==> config.mk <==
export PLATFORM = sky130hd
export DESIGN_NAME = xbar_req_gen
export DESIGN_NICKNAME = d
export VERILOG_FILES = /design/src/rtl/xbar_req_pkg.sv /design/src/rtl/xbar_req_seq.sv /design/src/rtl/xbar_req_hold.sv /design/src/rtl/xbar_req_lines.sv /design/src/rtl/xbar_req_gen.sv
export SDC_FILE = /design/constraint.sdc
export NUM_CORES = 1
export LEC_CHECK = 0
export BUFFER_PORTS_ARGS = -buffer_cell sky130_fd_sc_hd__buf_2
export CORE_AREA = 5 5 42 44
export DETAILED_ROUTE_END_ITERATION = 8
export DIE_AREA = 0 0 47 49
export HOLD_SLACK_MARGIN = 0.02
export PLACE_DENSITY = 0.66
export REMOVE_ABC_BUFFERS = 1
export SLEW_MARGIN = 10
export SYNTH_ARGS = -nofsm -noshare
export SYNTH_HDL_FRONTEND = slang
export SYNTH_HIERARCHICAL = 1
export SYNTH_SLANG_ARGS = --single-unit
==> constraint.sdc <==
create_clock -name clk -period 3.6 [get_ports clk]
set_clock_uncertainty 0.1 [all_clocks]
set_input_delay 0.72 -clock clk [delete_from_list [all_inputs] [get_ports clk]]
set_output_delay 0.72 -clock clk [all_outputs]
set_load 0.02 [all_outputs]
==> src/rtl/xbar_req_pkg.sv <==
package xbar_req_pkg;

    typedef enum logic {
        PH_IDLE  = 1'b0,
        PH_ISSUE = 1'b1
    } phase_e;

    typedef struct packed {
        logic start;  // slot begins at this edge
        logic more;   // another iteration follows the one on the wires
    } seq_ctl_t;

    function automatic int idx_bits(input int n);
        return (n > 1) ? $clog2(n) : 1;
    endfunction

endpackage

==> src/rtl/xbar_req_seq.sv <==
module xbar_req_seq
    import xbar_req_pkg::*;
#(
    parameter int NITER = 3,
    localparam int IW = idx_bits(NITER)
) (
    input  logic          clk,
    input  logic          rst,
    input  logic          slot_start_i,
    output seq_ctl_t      ctl_o,
    output logic          issue_o,
    output logic [IW-1:0] iter_o
);

    localparam logic [IW-1:0] LAST = IW'(NITER - 1);
    localparam logic [IW-1:0] ONE  = IW'(1);

    phase_e        phase_q;
    logic [IW-1:0] iter_q;
    logic          at_last;

    assign at_last = (iter_q == LAST);

    always_ff @(posedge clk) begin
        if (rst) begin
            phase_q <= PH_IDLE;
            iter_q  <= '0;
        end else if (slot_start_i) begin
            phase_q <= PH_ISSUE;
            iter_q  <= '0;
        end else if (phase_q == PH_ISSUE) begin
            if (at_last) begin
                phase_q <= PH_IDLE;
                iter_q  <= '0;
            end else begin
                iter_q <= iter_q + ONE;
            end
        end
    end

    always_comb begin
        ctl_o.start = slot_start_i;
        ctl_o.more  = (phase_q == PH_ISSUE) && !at_last;
    end

    assign issue_o = (phase_q == PH_ISSUE);
    assign iter_o  = iter_q;


    iter_range_chk: assert property (@(posedge clk) disable iff (rst)
        (phase_q == PH_IDLE) |-> (iter_q == '0));

endmodule

==> src/rtl/xbar_req_hold.sv <==
module xbar_req_hold #(
    parameter int N = 4
) (
    input  logic         clk,
    input  logic         rst,
    input  logic         start_i,
    input  logic [N-1:0] prev_i,
    input  logic [N-1:0] keep_i,
    input  logic [N-1:0] voq_ne_i,
    output logic         hold_next_any_o,
    output logic [N-1:0] hold_o
);

    logic [N-1:0] hold_next;

    for (genvar j = 0; j < N; j++) begin : g_pair
        // a held pair survives only while its queue still has cells
        assign hold_next[j] = prev_i[j] & keep_i[j] & voq_ne_i[j];

        always_ff @(posedge clk) begin
            if (rst) begin
                hold_o[j] <= 1'b0;
            end else if (start_i) begin
                hold_o[j] <= hold_next[j];
            end
        end
    end

    assign hold_next_any_o = |hold_next;


    hold_stable_chk: assert property (@(posedge clk) disable iff (rst)
        !start_i |=> $stable(hold_o));

endmodule

==> src/rtl/xbar_req_lines.sv <==
module xbar_req_lines
    import xbar_req_pkg::*;
#(
    parameter int N = 4
) (
    input  logic         clk,
    input  logic         rst,
    input  seq_ctl_t     ctl_i,
    input  logic         hold_next_any_i,
    input  logic [N-1:0] voq_ne_i,
    input  logic         any_grant_i,
    output logic [N-1:0] req_o,
    output logic         matched_o
);

    logic matched_q;
    logic matched_next;
    logic quiet_next;

    // matched state the next iteration will see
    always_comb begin
        if (ctl_i.start) begin
            matched_next = hold_next_any_i;
        end else begin
            matched_next = matched_q | any_grant_i;
        end
        quiet_next = matched_next | !(ctl_i.start | ctl_i.more);
    end

    always_ff @(posedge clk) begin
        if (rst) begin
            matched_q <= 1'b0;
        end else begin
            matched_q <= matched_next;
        end
    end

    for (genvar j = 0; j < N; j++) begin : g_line
        always_ff @(posedge clk) begin
            if (rst) begin
                req_o[j] <= 1'b0;
            end else begin
                req_o[j] <= voq_ne_i[j] & !quiet_next;
            end
        end
    end

    assign matched_o = matched_q;


    matched_quiet_chk: assert property (@(posedge clk) disable iff (rst)
        (matched_q && !ctl_i.start) |=> (req_o == '0));

endmodule

==> src/rtl/xbar_req_gen.sv <==
module xbar_req_gen
    import xbar_req_pkg::*;
#(
    parameter int N     = 4,
    parameter int NITER = 3,
    localparam int IW = idx_bits(NITER)
) (
    input  logic          clk,
    input  logic          rst,
    input  logic          slot_start_i,
    input  logic [N-1:0]  voq_ne_i,
    input  logic          any_grant_i,
    input  logic [N-1:0]  prev_conn_i,
    input  logic [N-1:0]  keep_i,
    output logic [N-1:0]  req_o,
    output logic [N-1:0]  hold_dis_o,
    output logic          matched_o,
    output logic          issue_o,
    output logic [IW-1:0] iter_o
);

    seq_ctl_t ctl;
    logic     hold_next_any;

    xbar_req_seq #(.NITER(NITER)) u_seq (
        .clk          (clk),
        .rst          (rst),
        .slot_start_i (slot_start_i),
        .ctl_o        (ctl),
        .issue_o      (issue_o),
        .iter_o       (iter_o)
    );

    xbar_req_hold #(.N(N)) u_hold (
        .clk             (clk),
        .rst             (rst),
        .start_i         (ctl.start),
        .prev_i          (prev_conn_i),
        .keep_i          (keep_i),
        .voq_ne_i        (voq_ne_i),
        .hold_next_any_o (hold_next_any),
        .hold_o          (hold_dis_o)
    );

    xbar_req_lines #(.N(N)) u_lines (
        .clk             (clk),
        .rst             (rst),
        .ctl_i           (ctl),
        .hold_next_any_i (hold_next_any),
        .voq_ne_i        (voq_ne_i),
        .any_grant_i     (any_grant_i),
        .req_o           (req_o),
        .matched_o       (matched_o)
    );


    grant_sets_match_chk: assert property (@(posedge clk) disable iff (rst)
        (any_grant_i && !slot_start_i) |=> matched_o);


    idle_no_req_chk: assert property (@(posedge clk) disable iff (rst)
        !issue_o |-> (req_o == '0));


    held_silent_chk: assert property (@(posedge clk) disable iff (rst)
        (hold_dis_o != '0) |-> (matched_o && (req_o == '0)));


    held_onehot_chk: assert property (@(posedge clk) disable iff (rst)
        $onehot0(prev_conn_i) |=> $onehot0(hold_dis_o) || $past(!slot_start_i));

endmodule

# == Word-level counts from Yosys, hierarchy flattened ==
# Index checks and enable logic that the tools add are counted.
# totals
elab_cells,39
output_inout_bits,12
reg_bits,12
# op_classes
n_addsub,1
bitwise,15
mux,5
n_eq_ne,1
reduce_logical,6
# ops
op,count
$and 1x1->1,12
$mux 1,4
$reduce_or 4->1,1
$logic_not 1->1,3
$or 1x1->1,3
$add 2x1->2 const B,1
$eq 2x2->1 const B,1
$mux 2,1
$reduce_or 2->1,1
$logic_and 1x1->1,1

# == Longest topological paths before layout ==
# logic_depth
ltp_word,8
mapped_depth,4

# == Hierarchy ==
# Netlist, hierarchy kept.
# by_module_without_submodules
mod,area_each_um2,cells_each,n_inst
xbar_req_lines,180.2,17,1
xbar_req_hold,170.2,18,1
xbar_req_seq,130.1,14,1

# == Worst setup path before layout ==
# No wires, ideal clock.
# synth_timing
path_kind,input -> register
from,input port slot_start_i
to,register u_lines.req_o[0]
setup_time_ps,70
n_path_buf,1
t_required_ps,3430
arrival_time_ps,1485
path_slack_ps,1945
cell_stages,3
cell_sequence,buf_4 or4b_4 a21oi_1
# synth_via
elab_chain_len,5
# synth_lines
item,line,source
"start, declared",xbar_req_gen.sv:10,"input logic slot_start_i,"
$or 1x1->1,xbar_req_lines.sv:27,quiet_next = matched_next | !(ctl_i.start | ctl_i.more);
$logic_not 1->1,xbar_req_lines.sv:27,
$or 1x1->1 (*),xbar_req_lines.sv:27,
$logic_not 1->1 (*),xbar_req_lines.sv:43,req_o[j] <= voq_ne_i[j] & !quiet_next;
$and 1x1->1 (*),xbar_req_lines.sv:43,
"end signal, assigned by index",xbar_req_lines.sv:43,
"end, declared",xbar_req_lines.sv:12,"output logic [N-1:0] req_o,"
# Every way passes the cells marked *; elsewhere a longest branch is shown, timed or not.
# A chain may end at the register's enable or synchronous reset.

# == Worst setup path in the final report ==
# layout_timing
from,register u_seq.iter_q[1] (netlist: u_seq/iter_o[1])
to,output port iter_o[1]
# layout_lines
item,line,source
"start, declared",xbar_req_seq.sv:19,logic [IW-1:0] iter_q;
"start signal, assigned",xbar_req_seq.sv:36,iter_q <= iter_q + ONE;
"end, declared",xbar_req_gen.sv:19,output logic [IW-1:0] iter_o
# No word-level cell between the ends.

==> metrics.log <==
INFO  metric critical_path.top_delay_family = flip-flops
INFO  metric chipHeight = 49 um
INFO  metric number_of_vias_in_the_routed_layout = 450
INFO  metric ctsHoldBuffers = 0
INFO  metric synth_most_common_cell = sky130_fd_sc_hd__dfxtp_1
INFO  metric htree_levels = 1
INFO  metric yosysWarnings = 6
INFO  metric routedWlPerCell = 11.06 um
INFO  metric synth_cell_types = 18
INFO  metric route.final.wire_length = 1040 um
INFO  metric hp-class = flop to flop
INFO  metric share_of_the_synthesized_area_in_the_top_cell_type = 50.00%
INFO  metric dpl-instance-area = 628.1 um2
INFO  metric achievable-frequency = 0.5995 GHz
INFO  metric synth.largest_area_cell = sky130_fd_sc_hd__dfxtp_1
INFO  metric ys_seq_elements = 12
INFO  metric fin_util = 46.43%
INFO  metric hold_slack = 0.3887 ns
INFO  metric highest_layer = met3
INFO  metric sort_of_element_at_the_start_of_the_critical_path = flop
INFO  metric setup_fix_bufs_post_cts = 0
INFO  metric drt_pre_antenna_iters = 4
INFO  metric wl_met1 = 458 um
INFO  metric layout-area-overhead-vs-synth = 35.42%
INFO  metric critical_path_buf_inv_count = 1
INFO  metric post_cts_resized = 0
INFO  metric cts_tree = done
INFO  metric ys_async_sr_fraction = 0%
INFO  metric tightest_slew = 0.2072 ns
INFO  metric cts.path.max_buffers = 2
INFO  metric required = 2.78 ns
INFO  metric p_leak = 0.3044 nW
INFO  metric timing_hold_violations_final = 0
INFO  metric cts_buffers = 3
INFO  metric numPortBuffers = 27
INFO  metric detail_route.vias_per_cell = 4.787
INFO  metric final_cell_area = 650.6 um2
INFO  metric vias_in_the_first_global_route = 414
INFO  metric maxcap_viol_count = 0
INFO  metric synth_edf_count = 0
INFO  metric period_minus_slack = 1.668 ns
INFO  metric worst_path_max_delay_cell = sky130_fd_sc_hd__dfxtp_1
INFO  metric core_area = 1401 um2
INFO  metric post_route_cells_drive_above_1_share = 46.15%
INFO  metric ctsRootBufferMaster = sky130_fd_sc_hd__clkbuf_4
INFO  metric clkSlewWorstSetupHoldPaths = 0.07 ns
INFO  metric report.final.setup_viol = 0
INFO  metric wire_length_of_the_first_global_routing_pass = 1697 um
INFO  metric pin_count_of_the_biggest_net_entering_global_routing = 14
INFO  metric place.gp.congestion = 0.7015
INFO  metric ant_nets = 0
INFO  metric cp_cell_sequence = buf_2
INFO  metric area_of_the_mapped_netlist = 480.5 um2
INFO  metric run_status = completed
INFO  metric grt.overflow.total = 0
INFO  metric setup.worst_path.class = flop to output pin
INFO  metric crit_path_max_fanout = 5
INFO  metric total_negative_setup_slacks = 0 ns
INFO  metric antenna_found_initial = 0
INFO  metric synth.area.top_cells = sky130_fd_sc_hd__dfxtp_1 (50%), sky130_fd_sc_hd__nand2b_1 (12%), sky130_fd_sc_hd__a21oi_1 (6.3%)
INFO  metric floorplan.initialDensity = 34.29%
INFO  metric insertion_delay = 0.26 ns
INFO  metric synthFlopType = sky130_fd_sc_hd__dfxtp_1
INFO  metric floorplan.die.width = 47 um
INFO  metric report.final.slew_viol_count = 0
INFO  metric clock-sinks = 12
INFO  metric num_rows = 14
INFO  metric critPathCaptureType = output pin
INFO  metric routed-wl-met2 = 482 um
INFO  metric post_synth.cell_area_avg = 9.805 um2
INFO  metric drt_first_iter_violations = 13
INFO  metric worstPathArrival = 0.85 ns
INFO  metric rsz0062_at_grt = false
INFO  metric route.detailed.drc = 0
INFO  metric yosys-top-cells-count = sky130_fd_sc_hd__dfxtp_1 (12), sky130_fd_sc_hd__nand2b_1 (9), sky130_fd_sc_hd__a21oi_1 (6)
INFO  metric grt_use_total = 9.605%
INFO  metric power_per_unit_of_standard_cell_area = 398.0 nW/um2
INFO  metric nets = 96
INFO  metric postSynthCellCount = 49
INFO  metric vdd.ir_drop.worst = 0.0001862 V
INFO  metric n_antenna_cell = 0
INFO  metric pin_count = 28
INFO  metric met3_length = 99 um
INFO  metric relSlewSlack = 86.19%
INFO  metric seq_area_frac_synth = 50.00%
INFO  metric total_power = 0.2589 mW
INFO  metric cp_slowest_stage_delay = 0.40 ns
INFO  metric dieArea = 2303 um2
INFO  metric final_min_period_over_clock_period = 46.34%
routing by layer:
metal,track usage [%],vias up
met3,3.321,0
met1,13.30,198
met4,2.765,0
met2,13.80,15
li1,-,237
met5,0,-
flip-flops by register name, indices dropped and copies added (netlist names):
register,count
u_lines/req_o,4
u_hold/hold_o,4
u_seq/issue_o,1
u_seq/iter_o,2
u_lines/matched_o,1
report_power, final:
part | internal (mW) | leakage, nW | switching, mW
clock | 0.0385 | 0.0138 | 0.0390
sequential | 0.138 | 0.0981 | 0.00267
combinational | 0.0186 | 0.193 | 0.0220
total | 0.195 | 0.304 | 0.0637
final timing paths:
kind / cells past startpoint / start / slack (ns) / endpoint
worst max register to register: 4 / u_seq/iter_o[0]$_SDFFE_PP0P_ / 2.19 / u_lines/req_o[2]$_SDFF_PP0_
worst min register to register: 2 / u_hold/hold_o[2]$_SDFFE_PP0P_ / 0.39 / u_hold/hold_o[2]$_SDFFE_PP0P_
worst min-delay path: 2 / u_hold/hold_o[2]$_SDFFE_PP0P_ / 0.39 / u_hold/hold_o[2]$_SDFFE_PP0P_
worst max-delay path: 1 / u_seq/iter_o[1]$_SDFFE_PP0P_ / 1.93 / iter_o[1]
layout make-up:
type | instances | area (um2)
inverter | 3 | 11.26
multi-input combinational | 33 | 221.5
sequential | 12 | 240.2
fill | 152 | 750.7
clock buffer | 3 | 22.52
timing repair buffer | 27 | 135.1
tap | 16 | 20.02
placed cells by master (no fill, tap or decap), drive strengths merged:
cell type,instances
nand2,1
or3,1
buf,27
inv,3
nand4,1
nor3,1
o22ai,4
nand3,4
dfxtp,12
o311a,1
o21ba,1
clkbuf,3
or4b,1
a21oi,6
nor3b,1
nand2b,10
a211oi,1
per-stage QoR:
| stage | cells | worst slack, ns |
|---|---|---|
| 3_3_place_gp | 91 | 1.877 |
| 4_1_cts | 94 | 1.934 |
| 2_1_floorplan | 48 | 2.043 |
| 5_1_grt | 94 | 1.880 |
| 6_report | 94 | 1.932 |
| 3_5_place_dp | 91 | 1.845 |
worst register-to-register path, stage by stage, from the launching register on:
cell and delay, ns:
sky130_fd_sc_hd__dfxtp_1 0.36, sky130_fd_sc_hd__inv_1 0.06, sky130_fd_sc_hd__a21oi_1 0.15, sky130_fd_sc_hd__or4b_4 0.51, sky130_fd_sc_hd__a21oi_1 0.16
cells by family (layout without fill, tap and decap cells):
logic type	count (synthesis)	in the layout	share of synthesized area, %
buffers and inverters	4	33	3.907
AOI/OAI and AO/OA	13	13	18.49
and+or+nand+nor	20	20	27.60
DFF	12	12	50.00
No activity file was read; power rests on OpenSTA's default activity.
